[config.mk]
export PLATFORM = sky130hd
export DESIGN_NAME = spi_slave_port
export DESIGN_NICKNAME = d
export VERILOG_FILES = /design/src/rtl/spi_slave_pkg.sv /design/src/rtl/spi_sync.sv /design/src/rtl/spi_clk_edges.sv /design/src/rtl/spi_shift_engine.sv /design/src/rtl/spi_slave_port.sv
export SDC_FILE = /design/constraint.sdc
export NUM_CORES = 1
export LEC_CHECK = 0
export ABC_CLOCK_PERIOD_IN_PS = 2400
export BUFFER_PORTS_ARGS = -buffer_cell sky130_fd_sc_hd__buf_2
export CORE_MARGIN = 1
export CORE_UTILIZATION = 55
export DETAILED_ROUTE_END_ITERATION = 8
export PLACE_DENSITY = 0.78
export SYNTH_ARGS = -nofsm -noshare
export SYNTH_HDL_FRONTEND = slang
export SYNTH_HIERARCHICAL = 1
export SYNTH_SLANG_ARGS = --single-unit
[constraint.sdc]
create_clock -name clk -period 2.4 [get_ports clk]
set_clock_uncertainty 0.2 [all_clocks]
set_input_delay 0.48 -clock clk [delete_from_list [all_inputs] [get_ports clk]]
set_output_delay 0.48 -clock clk [all_outputs]
set_load 0.02 [all_outputs]
[src/rtl/spi_slave_pkg.sv]
package spi_slave_pkg;

    // Control register image; bit order is the software-visible layout
    typedef struct packed {
        logic       irq_en;
        logic       sel_high;
        logic [2:0] rsvd;
        logic       len_wide;
        logic       late_phase;
        logic       idle_high;
    } spi_ctl_t;

    localparam logic [7:0] CTL_WRITABLE = 8'hC7;

    function automatic spi_ctl_t ctl_from_bus(input logic [7:0] raw);
        return spi_ctl_t'(raw & CTL_WRITABLE);
    endfunction

    // Select line level to "active" given the polarity choice
    function automatic logic sel_is_active(input logic line, input logic high_active);
        return high_active ? line : ~line;
    endfunction

endpackage

[src/rtl/spi_sync.sv]
module spi_sync #(
    parameter int          WIDTH   = 3,
    parameter int          STAGES  = 2,
    parameter logic [WIDTH-1:0] RST_VAL = '0
) (
    input  logic             clk,
    input  logic             rst,
    input  logic [WIDTH-1:0] d,
    output logic [WIDTH-1:0] q
);
    logic [WIDTH-1:0] stg [STAGES];

    always_ff @(posedge clk) begin
        if (rst) begin
            for (int i = 0; i < STAGES; i++) stg[i] <= RST_VAL;
        end else begin
            stg[0] <= d;
            for (int i = 1; i < STAGES; i++) stg[i] <= stg[i-1];
        end
    end

    assign q = stg[STAGES-1];
endmodule

[src/rtl/spi_clk_edges.sv]
module spi_clk_edges (
    input  logic clk,
    input  logic rst,
    input  logic sclk_s,
    input  logic idle_high,
    input  logic late_phase,
    output logic sample_o,
    output logic shift_o
);
    logic prev;
    logic rise, fall, lead, trail;

    always_ff @(posedge clk) begin
        if (rst) prev <= 1'b0;
        else     prev <= sclk_s;
    end

    always_comb begin
        rise     = sclk_s & ~prev;
        fall     = ~sclk_s & prev;
        lead     = idle_high ? fall : rise;
        trail    = idle_high ? rise : fall;
        sample_o = late_phase ? trail : lead;
        shift_o  = late_phase ? lead  : trail;
    end
endmodule

[src/rtl/spi_shift_engine.sv]
module spi_shift_engine #(
    parameter int DATA_W = 16
) (
    input  logic              clk,
    input  logic              rst,
    input  logic              active,
    input  logic              len_wide,
    input  logic              sample,
    input  logic              shift,
    input  logic              mosi_s,
    input  logic [DATA_W-1:0] tx_hold,
    output logic              miso_o,
    output logic              done_o,
    output logic [DATA_W-1:0] word_o
);
    localparam int HALF_W = DATA_W / 2;
    localparam int CNT_W  = $clog2(DATA_W);

    logic              active_q;
    logic [CNT_W-1:0]  cnt;
    logic [CNT_W-1:0]  last_idx;
    logic [DATA_W-2:0] rx_sh;
    logic [DATA_W-1:0] tx_sh;
    logic [DATA_W-1:0] load_val;
    logic              at_last;
    logic              sel_start;

    always_comb begin
        last_idx  = len_wide ? CNT_W'(DATA_W - 1) : CNT_W'(HALF_W - 1);
        at_last   = (cnt == last_idx);
        sel_start = active & ~active_q;
        load_val  = len_wide ? tx_hold : {tx_hold[HALF_W-1:0], {HALF_W{1'b0}}};
        done_o    = active & sample & at_last;
        word_o    = len_wide ? {rx_sh[DATA_W-2:0], mosi_s}
                             : {{HALF_W{1'b0}}, rx_sh[HALF_W-2:0], mosi_s};
        miso_o    = active & tx_sh[DATA_W-1];
    end

    always_ff @(posedge clk) begin
        if (rst) begin
            active_q <= 1'b0;
            cnt      <= '0;
            rx_sh    <= '0;
            tx_sh    <= '0;
        end else begin
            active_q <= active;
            if (!active) begin
                cnt   <= '0;
                rx_sh <= '0;
            end else if (sample) begin
                rx_sh <= {rx_sh[DATA_W-3:0], mosi_s};
                cnt   <= at_last ? '0 : cnt + 1'b1;
            end

            if (sel_start) begin
                tx_sh <= load_val;
            end else if (active && sample && at_last) begin
                tx_sh <= load_val;
            end else if (active && shift && cnt != '0) begin
                tx_sh <= {tx_sh[DATA_W-2:0], 1'b0};
            end
        end
    end
endmodule

[src/rtl/spi_slave_port.sv]
module spi_slave_port
    import spi_slave_pkg::*;
#(
    parameter int DATA_W      = 16,
    parameter int SYNC_STAGES = 2
) (
    input  logic              clk,
    input  logic              rst,
    input  logic              cfg_wr,
    input  logic [7:0]        cfg_wdata,
    output logic [7:0]        cfg_rdata,
    input  logic              tx_load,
    input  logic [DATA_W-1:0] tx_data,
    output logic [DATA_W-1:0] rx_data,
    output logic              rx_valid,
    input  logic              rx_rd,
    output logic              rx_full,
    output logic              rx_ovr,
    output logic              irq,
    input  logic              sclk,
    input  logic              ssel,
    input  logic              mosi,
    output logic              miso
);
    // sync bit order: {sclk, ssel, mosi}; select idles high for the reset polarity
    localparam logic [2:0] SYNC_RST = 3'b010;

    spi_ctl_t          ctl_q, ctl_nxt;
    logic [2:0]        pins_s;
    logic              sclk_s, ssel_s, mosi_s;
    logic              sel_active;
    logic              sample, shift, done;
    logic [DATA_W-1:0] word, tx_hold;
    logic              full_nxt;

    spi_sync #(.WIDTH(3), .STAGES(SYNC_STAGES), .RST_VAL(SYNC_RST)) u_sync (
        .clk(clk), .rst(rst), .d({sclk, ssel, mosi}), .q(pins_s)
    );

    assign {sclk_s, ssel_s, mosi_s} = pins_s;
    assign sel_active = sel_is_active(ssel_s, ctl_q.sel_high);

    spi_clk_edges u_edges (
        .clk(clk), .rst(rst), .sclk_s(sclk_s),
        .idle_high(ctl_q.idle_high), .late_phase(ctl_q.late_phase),
        .sample_o(sample), .shift_o(shift)
    );

    spi_shift_engine #(.DATA_W(DATA_W)) u_engine (
        .clk(clk), .rst(rst), .active(sel_active), .len_wide(ctl_q.len_wide),
        .sample(sample), .shift(shift), .mosi_s(mosi_s), .tx_hold(tx_hold),
        .miso_o(miso), .done_o(done), .word_o(word)
    );

    always_comb begin
        ctl_nxt  = (cfg_wr && !sel_active) ? ctl_from_bus(cfg_wdata) : ctl_q;
        full_nxt = done ? 1'b1 : (rx_rd ? 1'b0 : rx_full);
    end

    always_ff @(posedge clk) begin
        if (rst) begin
            ctl_q    <= '0;
            tx_hold  <= '0;
            rx_data  <= '0;
            rx_valid <= 1'b0;
            rx_full  <= 1'b0;
            rx_ovr   <= 1'b0;
            irq      <= 1'b0;
        end else begin
            ctl_q    <= ctl_nxt;
            rx_valid <= done;
            rx_full  <= full_nxt;
            irq      <= ctl_nxt.irq_en & full_nxt;
            if (tx_load) tx_hold <= tx_data;
            if (done) begin
                rx_data <= word;
                if (rx_full) rx_ovr <= 1'b1;
            end
        end
    end

    assign cfg_rdata = ctl_q;
endmodule

==> reports/qor.csv <==
metric;value;unit
die footprint;0.00675;sq mm
DR DRC count;0;
fill cell count;516;
combinational fraction of design power;0.088;
Critical Path AT;2.26;ns
worst endpoint required time;2.42;ns
top cells by area, synth;dfxtp_1 (48%), mux2i_1 (16%), nor2_1 (5.4%);
FFs w/ async S/R, synth;0;
# hold bufs at CTS;0;
Achievable Freq;446;MHz
vias;2533;
count of state elements after synthesis;84;
final net count;431;
maximum fanout along the worst path;20;
H-tree depth;3;
pin count of the biggest net entering global routing;40;
crit share post-route;0.934;
Mapped Cells;357;
Pins Over Slew Limit;0;
peak supply drop;0.000470;V
mean routed wirelength per cell;13.9;um
relative max-transition margin;0.605;
post-CTS sizing;0;
sw frac;0.240;
Synth Cell Area;0.00353;sq mm
global routing usage on met1;0.268;
post-route setup TNS;0;ns
Slowest-stage cell, CP;dfxtp_1;
initial antenna violation count;0;
final hold vios;0;
average cell area after synthesis;9.89;sq um
GPL Wtd Cong;0.699;
CTS tree;done;
row cnt;28;
type of origin of the critical path;flop;
Int Pwr;2070;uW
CP most frequent cell;a211oi_1;
Synth Area in Compound Gates;0.0995;
Synth top cells by count;dfxtp_1 (84), mux2i_1 (58), nor2_1 (51);
First-pass DRT Iterations;4;
clk sinks;84;
part of the power in registers;0.538;
Yosys top cell by area;dfxtp_1;
vias in the first global route;2301;
vias per cell;5.31;
share of post-route cells with drive strength above 1;0.224;
Post-synth EDFFs;0;
Die Y;82.1;um
grt met3 use;0.0505;
worst setup margin;0.158;ns
Final Setup Violations;0;
status;finished clean;
grt peak-use layer;met2;
Synth Warn #;6;
Setup Fix Bufs, Post-CTS;0;
Reg clk slew, reported paths;0.08;ns
DRT Wirelength;6.61;mm
Critical path buffers and inverters;0;
CP top delay family;compound AO/OA/AOI/OAI gates;
GR Layer Usage met2;0.331;
first-pass GRT wire length;10.6;mm
post-synthesis sequential area ratio;0.476;
post-synthesis adder-cell area fraction;0.00708;
post-synth top area share;0.476;
Pwr per Cell Area;686;mW/mm^2
DP Wirelength;4.31;mm
Synth Area in XOR/XNOR;0.0191;
RSZ-0062 raised after global routing;false;
footprint of the multi-input gates;0.00161;sq mm
Initial Utilization;0.583;
GRT Total Usage;0.212;
Tightest Pin Transition;0.591;ns
Ant. Diodes;0;
Synth-to-Final Area Change;12.3;%
Worst Setup End Kind;flop;
largest family of logic cells by synthesized area;multiplexers;
Post-Synth Simple-Gate Area;0.163;
dpl ws;0.226;ns
WS Path Type;flop to flop;
final period demand of the worst path;2.24;ns
Max clock buf depth;2;
Clock Latency Late Sink;0.35;ns
sequence of cells on the critical path;xor2_2, mux2i_2, and4_1, a21oi_4, a211oi_1, a211oi_1;
total CTS buffers;9;
PortBufs;54;
Pleak;0.00162;uW
clock network fraction of total power;0.373;
Max Cap Violations;0;
Post-synth top flop;dfxtp_1;
IO Count;61;
count leader, synth;dfxtp_1;
FF/Latch Area;0.00168;sq mm
initial detailed-routing violation count;128;
Core Footprint;0.00606;sq mm
Unique masters post-synth;39;
Die W;82.1;um
global route overflow;0;
worst hold path class;primary input to flop;
Psw;652;uW
slowest stage delay, CP;0.40;ns
antenna viol nets, final;0;
mux cell area share after synthesis;0.164;
Root Buffer Master;clkbuf_8;
-- layout make-up --
class | instances | share of cell area
Clock buffer | 12 | 0.0391
Clock inverter | 4 | 0.0120
Inverter | 6 | 0.00568
Multi-Input combinational cell | 233 | 0.407
Sequential cell | 84 | 0.424
Tap cell | 75 | 0.0237
Timing Repair Buffer | 63 | 0.0884
-- layer usage --
layer | vias to the layer above | share of wire
met5 | - | 0
met4 | 0 | 0.019
met3 | 10 | 0.031
met2 | 41 | 0.48
met1 | 1203 | 0.47
li1 | 1279 | -
-- registers in the layout, indices dropped and copies added, names as in the netlist, 4 cells and up --
name	cells
rx_data	16
tx_hold	16
u_engine/tx_sh	16
u_engine/rx_sh	15
u_sync/stg	6
cfg_rdata	5
u_engine/cnt	4
-- power groups by stage --
stage	clock (uW)	combinational (uW)	sequential (uW)
2_1_floorplan	0	172	1500
3_3_place_gp	0	233	1500
3_5_place_dp	0	239	1500
4_1_cts	1030	241	1460
5_1_grt	1090	264	1470
6_report	1020	240	1460
-- kinds of logic (layout without fill, tap and decap cells) --
family / count (synthesis) / after routing
other: 1 / 3
adder cells (fa/ha/maj): 2 / 2
XOR/XNOR: 6 / 6
AO/OA/AOI/OAI: 53 / 53
AND/OR/NAND/NOR: 111 / 111
multiplexers: 58 / 58
buffers and inverters: 42 / 85
flip-flops: 84 / 84
-- worst paths after layout --
check                                     to  slack (ns)  cells past startpoint                        start
max          u_engine/tx_sh[14]$_SDFFE_PP0P_        0.16                      6    cfg_rdata[0]$_SDFFE_PP0P_
min              u_sync/stg[0][1]$_SDFF_PP1_        0.11                      2                         ssel
max reg2reg  u_engine/tx_sh[14]$_SDFFE_PP0P_        0.16                      6    cfg_rdata[0]$_SDFFE_PP0P_
min reg2reg      u_sync/stg[0][4]$_SDFF_PP1_        0.22                      1  u_sync/stg[0][1]$_SDFF_PP1_
-- stage by stage --
stage	area [sq um]	utilization	std cells	power [uW]	hold WS, ns
after CTS	3970	0.654	477	2740	0.104
after detailed placement	3760	0.621	461	1740	0.197
after global placement	3760	0.621	461	1730	0.191
final	3970	0.654	477	2720	0.112
after floorplan	3540	-	359	1670	0.185
after global routing	3970	0.654	477	2830	0.111
-- placed cells by master (no fill, tap or decap), drive strengths merged --
| cell type | Yosys | layout |
|---|---|---|
| a211oi | 17 | 17 |
| a21boi | 7 | 7 |
| a21o | 1 | 1 |
| a21oi | 16 | 16 |
| and2 | 12 | 12 |
| and2b | 2 | 2 |
| and3 | 7 | 7 |
| and4 | 2 | 2 |
| buf | 27 | 63 |
| bufinv | 0 | 1 |
| clkbuf | 9 | 12 |
| clkinv | 0 | 2 |
| clkinvlp | 0 | 1 |
| conb | 1 | 3 |
| dfxtp | 84 | 84 |
| ha | 2 | 2 |
| inv | 6 | 6 |
| mux2i | 58 | 58 |
| nand2 | 1 | 1 |
| nand2b | 3 | 3 |
| nand3 | 13 | 13 |
| nand3b | 1 | 1 |
| nand4 | 1 | 1 |
| nor2 | 51 | 51 |
| nor2b | 13 | 13 |
| nor3 | 2 | 2 |
| o21ai | 12 | 12 |
| or2 | 2 | 2 |
| or3b | 1 | 1 |
| xnor2 | 2 | 2 |
| xor2 | 4 | 4 |
Power figures use the tool's default switching activity.
